$ cat config.mk
export PLATFORM = sky130hd
export DESIGN_NAME = flash_poll_ctrl
export DESIGN_NICKNAME = d
export VERILOG_FILES = /design/src/rtl/fpc_pkg.sv /design/src/rtl/fpc_read_port.sv /design/src/rtl/fpc_poll_counter.sv /design/src/rtl/fpc_toggle_judge.sv /design/src/rtl/flash_poll_ctrl.sv
export SDC_FILE = /design/constraint.sdc
export NUM_CORES = 1
export LEC_CHECK = 0
export BUFFER_PORTS_ARGS = -buffer_cell sky130_fd_sc_hd__buf_2
export CAP_MARGIN = 20
export CORE_UTILIZATION = 57
export CTS_CLUSTER_DIAMETER = 50
export DETAILED_ROUTE_END_ITERATION = 12
export PLACE_DENSITY = 0.91
export SLEW_MARGIN = 15
export SYNTH_ARGS = -nofsm -noshare
export SYNTH_HDL_FRONTEND = slang
export SYNTH_SLANG_ARGS = --single-unit
export TNS_END_PERCENT = 20
$ cat constraint.sdc
create_clock -name clk -period 3.1 [get_ports clk]
set_input_delay 0.465 -clock clk [delete_from_list [all_inputs] [get_ports clk]]
set_output_delay 0.465 -clock clk [all_outputs]
set_load 0.1 [all_outputs]
$ cat src/rtl/fpc_pkg.sv
// Shared types for the flash toggle-poll controller.
// Assumes: nothing beyond IEEE 1800-2017 packages.
package fpc_pkg;
    typedef enum logic [2:0] {
        ST_IDLE,
        ST_READ_FIRST,
        ST_READ_NEXT,
        ST_COMPARE,
        ST_CONFIRM,
        ST_DONE,
        ST_FAIL
    } poll_state_t;

    typedef enum logic [2:0] {
        VD_CONTINUE,
        VD_STABLE,
        VD_RECHECK,
        VD_FAILED,
        VD_TIMEOUT
    } verdict_t;

    localparam int TOGGLE_BIT = 6;
    localparam int ERROR_BIT  = 5;
endpackage

$ cat src/rtl/fpc_read_port.sv
// Read-port front end: latches the poll address on load and holds the
// request while the FSM wants a read. Assumes the responder raises
// valid only while the request is high.
module fpc_read_port #(
    parameter int AW = 20
) (
    input  logic          clk,
    input  logic          rst_n,
    input  logic          load,
    input  logic [AW-1:0] addr_in,
    input  logic          want_read,
    input  logic          rd_valid,
    output logic          rd_req,
    output logic [AW-1:0] rd_addr,
    output logic          rd_done
);
    logic [AW-1:0] addr_q;

    // Capture the polling address once per run.
    always_ff @(posedge clk) begin
        if (!rst_n)    addr_q <= '0;
        else if (load) addr_q <= addr_in;
    end

    // Request follows the FSM; a read finishes on the valid strobe.
    always_comb begin
        rd_req  = want_read;
        rd_addr = addr_q;
        rd_done = want_read && rd_valid;
    end
endmodule

$ cat src/rtl/fpc_poll_counter.sv
// Counts completed reads of a run and flags when the latched limit is
// reached. Saturates at the top of its range.
module fpc_poll_counter #(
    parameter int CW = 16
) (
    input  logic          clk,
    input  logic          rst_n,
    input  logic          load,
    input  logic [CW-1:0] limit_in,
    input  logic          inc,
    output logic          limit_hit
);
    localparam logic [CW-1:0] CNT_MAX = {CW{1'b1}};

    logic [CW-1:0] cnt_q;
    logic [CW-1:0] limit_q;

    // Clear on load, then count reads with saturation.
    always_ff @(posedge clk) begin
        if (!rst_n) begin
            cnt_q   <= '0;
            limit_q <= '0;
        end else if (load) begin
            cnt_q   <= '0;
            limit_q <= limit_in;
        end else if (inc && cnt_q != CNT_MAX) begin
            cnt_q <= cnt_q + 1'b1;
        end
    end

    // Limit reached when the read count meets or exceeds it.
    always_comb limit_hit = (cnt_q >= limit_q);
endmodule

$ cat src/rtl/fpc_toggle_judge.sv
// Combinational decision on one pair of status reads: stable, recheck
// after a first error sighting, confirmed failure, timeout or continue.
module fpc_toggle_judge
    import fpc_pkg::*;
(
    input  logic [7:0] prev_byte,
    input  logic [7:0] cur_byte,
    input  logic       recheck_pending,
    input  logic       limit_hit,
    output verdict_t   verdict
);
    logic toggled;

    // Decide the next step from toggle and error bits.
    always_comb begin
        toggled = prev_byte[TOGGLE_BIT] ^ cur_byte[TOGGLE_BIT];
        if (!toggled)                  verdict = VD_STABLE;
        else if (cur_byte[ERROR_BIT])  verdict = recheck_pending ? VD_FAILED : VD_RECHECK;
        else if (limit_hit)            verdict = VD_TIMEOUT;
        else                           verdict = VD_CONTINUE;
    end
endmodule

$ cat src/rtl/flash_poll_ctrl.sv
// Top of the flash toggle-poll controller. Sequences reads of a fixed
// status address, judges bit 6 / bit 5 and reports done, fail or
// timeout as one-cycle pulses. Assumes the device command was already
// issued before start_i.
module flash_poll_ctrl
    import fpc_pkg::*;
#(
    parameter int AW = 20,
    parameter int CW = 16
) (
    input  logic          clk,
    input  logic          rst_n,
    input  logic          start_i,
    input  logic [AW-1:0] addr_i,
    input  logic [CW-1:0] max_polls_i,
    output logic          rd_req_o,
    output logic [AW-1:0] rd_addr_o,
    input  logic          rd_valid_i,
    input  logic [7:0]    rd_data_i,
    output logic          busy_o,
    output logic          done_o,
    output logic          fail_o,
    output logic          timeout_o,
    output logic          reset_req_o,
    output logic [7:0]    result_o
);
    poll_state_t state_q;
    verdict_t    verdict;
    logic [7:0]  prev_q, cur_q, result_q;
    logic        pend_q, tmo_q, rst_req_q;
    logic        load, want_read, rd_done, limit_hit;

    // Load on an idle start; read in the three read states.
    always_comb begin
        load      = (state_q == ST_IDLE) && start_i;
        want_read = (state_q == ST_READ_FIRST) || (state_q == ST_READ_NEXT) ||
                    (state_q == ST_CONFIRM);
    end

    fpc_read_port #(.AW(AW)) u_port (
        .clk(clk), .rst_n(rst_n), .load(load), .addr_in(addr_i),
        .want_read(want_read), .rd_valid(rd_valid_i),
        .rd_req(rd_req_o), .rd_addr(rd_addr_o), .rd_done(rd_done)
    );

    fpc_poll_counter #(.CW(CW)) u_cnt (
        .clk(clk), .rst_n(rst_n), .load(load), .limit_in(max_polls_i),
        .inc(rd_done), .limit_hit(limit_hit)
    );

    fpc_toggle_judge u_judge (
        .prev_byte(prev_q), .cur_byte(cur_q), .recheck_pending(pend_q),
        .limit_hit(limit_hit), .verdict(verdict)
    );

    // Polling sequence and status registers.
    always_ff @(posedge clk) begin
        if (!rst_n) begin
            state_q   <= ST_IDLE;
            prev_q    <= '0;
            cur_q     <= '0;
            result_q  <= '0;
            pend_q    <= 1'b0;
            tmo_q     <= 1'b0;
            rst_req_q <= 1'b0;
        end else begin
            case (state_q)
                ST_IDLE: if (start_i) begin
                    state_q   <= ST_READ_FIRST;
                    pend_q    <= 1'b0;
                    rst_req_q <= 1'b0;
                end
                ST_READ_FIRST: if (rd_done) begin
                    prev_q  <= rd_data_i;
                    state_q <= ST_READ_NEXT;
                end
                ST_READ_NEXT: if (rd_done) begin
                    cur_q   <= rd_data_i;
                    state_q <= ST_COMPARE;
                end
                ST_COMPARE: begin
                    case (verdict)
                        VD_STABLE:  state_q <= ST_CONFIRM;
                        VD_RECHECK: begin
                            pend_q  <= 1'b1;
                            prev_q  <= cur_q;
                            state_q <= ST_READ_NEXT;
                        end
                        VD_FAILED: begin
                            tmo_q     <= 1'b0;
                            rst_req_q <= 1'b1;
                            state_q   <= ST_FAIL;
                        end
                        VD_TIMEOUT: begin
                            tmo_q   <= 1'b1;
                            state_q <= ST_FAIL;
                        end
                        default: begin
                            pend_q  <= 1'b0;
                            prev_q  <= cur_q;
                            state_q <= ST_READ_NEXT;
                        end
                    endcase
                end
                ST_CONFIRM: if (rd_done) begin
                    result_q <= rd_data_i;
                    state_q  <= ST_DONE;
                end
                default: state_q <= ST_IDLE;
            endcase
        end
    end

    // Outcome pulses and held outputs.
    always_comb begin
        busy_o      = (state_q != ST_IDLE);
        done_o      = (state_q == ST_DONE);
        fail_o      = (state_q == ST_FAIL) && !tmo_q;
        timeout_o   = (state_q == ST_FAIL) && tmo_q;
        reset_req_o = rst_req_q;
        result_o    = result_q;
    end
endmodule

==> flow_summary.json, run 1 <==
{
  "fp-row-count": 27,
  "hold_start": "addr_i[18]",
  "post_cts_buffers": 0,
  "cp_slowest_stage_delay_ns": 0.44,
  "startpoint_type": "flop",
  "die_area_mm2": 0.00618,
  "min_period_ns": 2.24,
  "clock_latency_ns": 0.35,
  "final_layout_size_suffix_gt1_share_pct": 23.5,
  "grt_pass1_wl_mm": 12.7,
  "drtIter0Drc": 213,
  "rrSetupSlack_ns": 0.86,
  "cp_cell_sequence": "inv_1 -> ha_1 -> nand2b_4 -> a2111oi_4 -> o31ai_2 -> a2111oi_4 -> a31oi_1 -> mux2i_1",
  "fin_crit_sh_pct": 72.2,
  "syn_area_per_cell_um2": 8.65,
  "drc": 0,
  "synth_area_mm2": 0.00335,
  "syn2layout_area_growth_pct": 20.6,
  "grt.met1_usage_pct": 30.7,
  "cts-htree-levels": 3,
  "drv_slew": 0,
  "busiest_layer": "met2",
  "ys_seq_elements": 69,
  "crit_top_cell": "a2111oi_4",
  "path_clk_slew_ns": 0.08,
  "synth_area_leaders": "dfxtp_1, nand2_1, a21boi_0",
  "n_antenna_cell": 0,
  "nNetsFinal": 528,
  "synth_cell_types": 42,
  "wirelength_mm": 7.69,
  "dpl.hpwl_mm": 5.29,
  "hold-path-endpoint": "u_port.rd_addr[18]",
  "crit_family": "compound AO/OA/AOI/OAI gates",
  "crit_buf_inv": 1,
  "grt_max_degree": 56,
  "die_y_um": 78.6,
  "status": "completed",
  "worstSetupPathType": "flop to flop",
  "fp.dieW_um": 78.6,
  "leakage_uw": 0.00172,
  "synth_top_cell_area_share_pct": 41.3,
  "grt-ovfl-total": 0,
  "r2r.worst_path.cells": 8,
  "r2r_start": "u_cnt.cnt_q[0]",
  "grt.total_usage_pct": 26.8,
  "cp.required_ns": 3.35,
  "antenna_found_initial": 0,
  "skew_ns": 0.00888,
  "hold_slack_ns": 0.352,
  "worst_slew_pin_slew_ns": 0.548,
  "whs_path_depth": 3,
  "clockBufferDepth": 2,
  "clock-sinks": 69,
  "vdd_drop_max_mv": 0.528,
  "ys_seq_area_share_pct": 41.3,
  "fin_setup_tns_ns": 0,
  "grt_pass1_vias": 2931,
  "min_path_type": "input pin to flop",
  "use_met3_pct": 7.33,
  "drv_cap": 0,
  "dr_total_vias": 2988,
  "firstDrtPassIters": 6,
  "dp_cells": 524,
  "viasPerCell": 5.53,
  "routabilityCongestion": 0.840,
  "cts_tree": "yes",
  "use_met2_pct": 44.3,
  "worstPathMaxFanout": 4,
  "end_kind": "flop",
  "final-hold-violation-count": 0,
  "fmax_mhz": 447,
  "finalNonFillerCells": 540,
  "root_buffer": "clkbuf_8",
  "cts_hold_buf": 0,
  "synth_fp_nets": 452,
  "initial_utilization_pct": 60.0,
  "coreArea_mm2": 0.00557,
  "ys_warn_count": 0,
  "yosysTopAreaCell": "dfxtp_1",
  "critPathArrivalTime_ns": 2.48,
  "syn_inst": 387,
  "cellPowerDensity_mw_per_mm2": 574,
  "finalSetupViolCount": 0,
  "ios": 82,
  "ctsResizeCount": 0,
  "relSlewSlack_pct": 63.4,
  "rsz0062_at_grt": "no",
  "r2r_end": "prev_q[6]",
  "portBuffers": 81,
  "cts_buffers": 9,
  "post_drt_wl_per_cell_um": 14.2,
  "ant_nets": 0,
  "slowest_stage": "a2111oi_4"
}
-- how the worst max path moves through the flow --
stage | startpoint | to | slack (ns) | cells after the start
2_1_floorplan | state_q[1] | fail_o | 0.30 | 2
3_3_place_gp | u_cnt.cnt_q[5] | prev_q[6] | 0.99 | 7
3_5_place_dp | u_cnt.cnt_q[5] | prev_q[6] | 0.91 | 7
4_1_cts | u_cnt.cnt_q[0] | prev_q[6] | 0.88 | 8
5_1_grt | u_cnt.cnt_q[5] | pend_q | 0.76 | 7
6_report | u_cnt.cnt_q[0] | prev_q[6] | 0.86 | 8
-- kinds of logic after synthesis --
| logic type | Yosys count | synth area share (%) |
|---|---|---|
| fa+ha+maj | 17 | 6.36 |
| xor+xnor | 9 | 2.36 |
| flops | 69 | 41.3 |
| simple gates | 162 | 22.4 |
| buf+inv | 38 | 4.56 |
| mux | 13 | 3.93 |
| compound gates | 79 | 19.2 |
-- flip-flops by register name (all words and copies together), names as in the netlist --
name	flops
u_cnt.cnt_q	16
pend_q	1
prev_q	1
state_q	3
reset_req_o	1
result_o	8
tmo_q	1
u_cnt.limit_q	16
cur_q	2
u_port.rd_addr	20
-- metal layers --
metal,vias to the layer above,routed length [um]
li1,1469,-
met1,1404,3250
met2,96,3800
met3,19,427
met4,0,213
met5,-,0
-- worst min-delay path, stage by stage --
cell      delay (ns)
buf_2           0.09
nand2_1         0.04
a21boi_0        0.06
-- power breakdown --
part / switching, uW / internal (uW)
combinational: 333 / 119
clock: 368 / 538
sequential: 29.4 / 928
-- cells in the final DEF, fill, tap and decap left out, drive strengths merged, types with 7 or more instances in the layout --
cell / netlist / layout
nor2b: 15 / 15
a21boi: 36 / 36
a21oi: 10 / 10
mux2i: 12 / 12
xor2: 7 / 7
nand4: 7 / 7
nor2: 16 / 16
nand2: 93 / 93
nand3: 7 / 7
o21ai: 10 / 10
dfxtp: 69 / 69
ha: 17 / 17
inv: 19 / 20
buf: 9 / 84
clkbuf: 10 / 9
-- cells in the mapped netlist --
cell type  instances
xor2_1             7
o311ai_4           1
a21boi_0          36
nor3_1             5
nor2b_1           15
nand2b_4           1
dfxtp_1           69
a41oi_1            2
mux2_2             1
o21ai_0           10
xnor2_1            2
inv_1             19
nor4b_1            2
nor3b_1            1
and3_1             2
o211a_1            4
and4b_1            1
a21oi_1           10
o2111a_1           1
or3_1              6
a2111oi_4          2
a31oi_1            1
a21o_1             1
a211oi_1           3
nand2_1           93
buf_2              8
nand2b_1           1
and2_1             2
buf_1              1
a21o_2             1
o21a_1             3
nand4_1            7
ha_1              17
clkbuf_1          10
a211oi_4           1
a32oi_1            1
nor2_1            16
o31ai_2            2
nand3b_1           2
mux2i_1           12
and4_1             1
nand3_1            7
-- layout make-up --
type | instances | area, um2
multi-input cells | 280 | 1820
fillers | 411 | 1540
flip-flops and latches | 69 | 1380
repair buffers | 84 | 428
clock buffers | 9 | 124
clock inverters | 7 | 123
well taps | 72 | 90.1
inverters | 19 | 71.3
-- metrics by stage --
step | area [um2] | util (%) | setup slack (ns) | power [uW]
floorplan | 3350 | - | 0.302 | 1330
finish | 4040 | 72.4 | 0.863 | 2320
CTS | 4040 | 72.4 | 0.881 | 2320
global route | 4040 | 72.4 | 0.762 | 2400
detailed placement | 3790 | 68.0 | 0.911 | 1430
global placement | 3790 | 68.0 | 0.994 | 1410
Power figures use the tool's default switching activity.
==> run 2, diff against run 1 <==
CORE_UTILIZATION = 53   (was 57)
PLACE_DENSITY = 0.86   (was 0.91)
clock period = 2.2 ns   (was 3.1 ns; I/O delays follow)
==> run 2 against run 1 <==
  * First-iteration DRC count decreased by 36%
  * Worst hold slack got worse by 0.13 ns
  * Setup slack got worse by 0.80 ns
  * Via count decreased by 1.8%
  * Highest routed layer unchanged
  * Register-to-register slack got worse by 0.80 ns
  * Sequential cell count unchanged
  * Total power increased by 32%
  * Clock power increased by 17%
  * Critical path type unchanged
  * Die area increased by 7.3%
==> flow_summary.json, run 2 (synthesis gave the netlist of run 1 again) <==
{
  "finalNonFillerCells": 547,
  "drc": 0,
  "wirelength_mm": 7.41,
  "total_power_uw": 3060,
  "die_area_mm2": 0.00664,
  "worst_slack_ns": 0.0674,
  "post_drt_wl_per_cell_um": 13.6,
  "leakage_uw": 0.00174,
  "grt.total_usage_pct": 24.0,
  "min_path_type": "input pin to flop",
  "dr_total_vias": 2935,
  "drtIter0Drc": 136,
  "path_clk_slew_ns": 0.08,
  "n_antenna_cell": 0,
  "drv_cap": 0,
  "finalInstanceArea_mm2": 0.00408,
  "drv_slew": 0,
  "clock-sinks": 69,
  "cts_tree": "yes",
  "worstSetupPathType": "flop to flop",
  "finalSetupViolCount": 0,
  "grt_max_degree": 56,
  "firstDrtPassIters": 4,
  "cp.required_ns": 2.43,
  "hold_slack_ns": 0.225,
  "die_y_um": 81.5,
  "antenna_found_initial": 0,
  "viasPerCell": 5.37,
  "ios": 82,
  "layout_commonest_cell": "nand2_1",
  "root_buffer": "clkbuf_8",
  "grt-ovfl-total": 0,
  "fmax_mhz": 469,
  "cellPowerDensity_mw_per_mm2": 751,
  "worstPathMaxFanout": 4,
  "preCtsSetupSlack_ns": 0.0264,
  "largest_register_ff_count": 20,
  "fin_crit_sh_pct": 96.9,
  "min_period_ns": 2.13,
  "cts-htree-levels": 3,
  "dp_cells": 529,
  "grt_pass1_wl_mm": 12.2,
  "layout_common_cells": "nand2_1, buf_2, dfxtp_1",
  "cts_hold_buf": 0,
  "routabilityCongestion": 0.813,
  "startpoint_type": "flop",
  "coreArea_mm2": 0.00599,
  "final_layout_size_suffix_gt1_share_pct": 25.2,
  "worst_slew_pin_slew_ns": 0.515,
  "final-hold-violation-count": 0,
  "dpl_cell_area_mm2": 0.00382,
  "cts_buffers": 9,
  "end_kind": "flop",
  "initial_utilization_pct": 55.9,
  "fp-row-count": 28,
  "dpl.hpwl_mm": 5.15,
  "nNetsFinal": 532,
  "critPathArrivalTime_ns": 2.36,
  "syn2layout_area_growth_pct": 21.9,
  "clockBufferDepth": 2,
  "fp.dieW_um": 81.5,
  "relSlewSlack_pct": 65.7,
  "clock_latency_ns": 0.35,
  "vdd_drop_max_mv": 0.511,
  "ant_nets": 0,
  "portBuffers": 81,
  "skew_ns": 0.00922,
  "grt_pass1_vias": 2845,
  "status": "completed"
}
run 2: cell types whose count changed in the layout (fill, tap and decap cells not counted), moves of 2 or more:
cell | previous run | this run
buf_4 | 3 | 7
bufinv_16 | 3 | 1
clkbuf_8 | 9 | 11
dfxtp_1 | 69 | 67
dfxtp_2 | 0 | 2
ha_1 | 17 | 15
ha_4 | 0 | 2
run 2: where the power goes:
part           internal [uW]  switching, uW
clock network            585            479
logic                    181            470
registers               1310           41.6
total                   2070            991
run 2: what timing repair did:
item / CTS / global route
endpoints found under the setup margin: 3 / 4
pin swaps: 1 / 6
setup buffers: 0 / 2
hold endpoints to repair: 0 / 0
resized for setup: 0 / 7
gates cloned: 0 / 0
run 2: metal layers:
metal	GRT usage (%)	wire (um)
met5	0	0
met4	14.1	249
met3	5.56	423
met2	38.8	3520
met1	29.0	3220
run 2: final timing paths:
path	startpoint	to	slack, ns	cells past startpoint
setup / recovery	u_cnt.limit_q[5]	tmo_q	0.07	8
hold / removal	addr_i[6]	u_port.rd_addr[6]	0.22	3
setup reg to reg	u_cnt.limit_q[5]	tmo_q	0.07	8
hold reg to reg	u_port.rd_addr[18]	u_port.rd_addr[18]	0.46	2
run 2: final cells by class:
cell class | instances | area (um2)
multi-input cells | 280 | 1860
clock buffers | 11 | 151
well taps | 75 | 93.8
flip-flops and latches | 69 | 1380
repair buffers | 88 | 460
fillers | 473 | 1910
clock inverters | 5 | 58.8
inverters | 19 | 71.3
run 2: critical path, stage by stage, from the launching register on:
cell and delay, ns:
dfxtp_2 0.34, inv_1 0.07, ha_4 0.24, a21o_2 0.21, a211oi_4 0.25, o31ai_4 0.12, a2111oi_4 0.45, nor2b_1 0.09
o211a_1 0.25
run 2: stage by stage:
stage | utilization (%) | setup TNS (ns)
floorplan | - | -0.0649
global placement | 63.7 | 0
detailed placement | 63.7 | 0
CTS | 67.2 | 0
global route | 68.1 | -0.0210
finish | 68.1 | 0
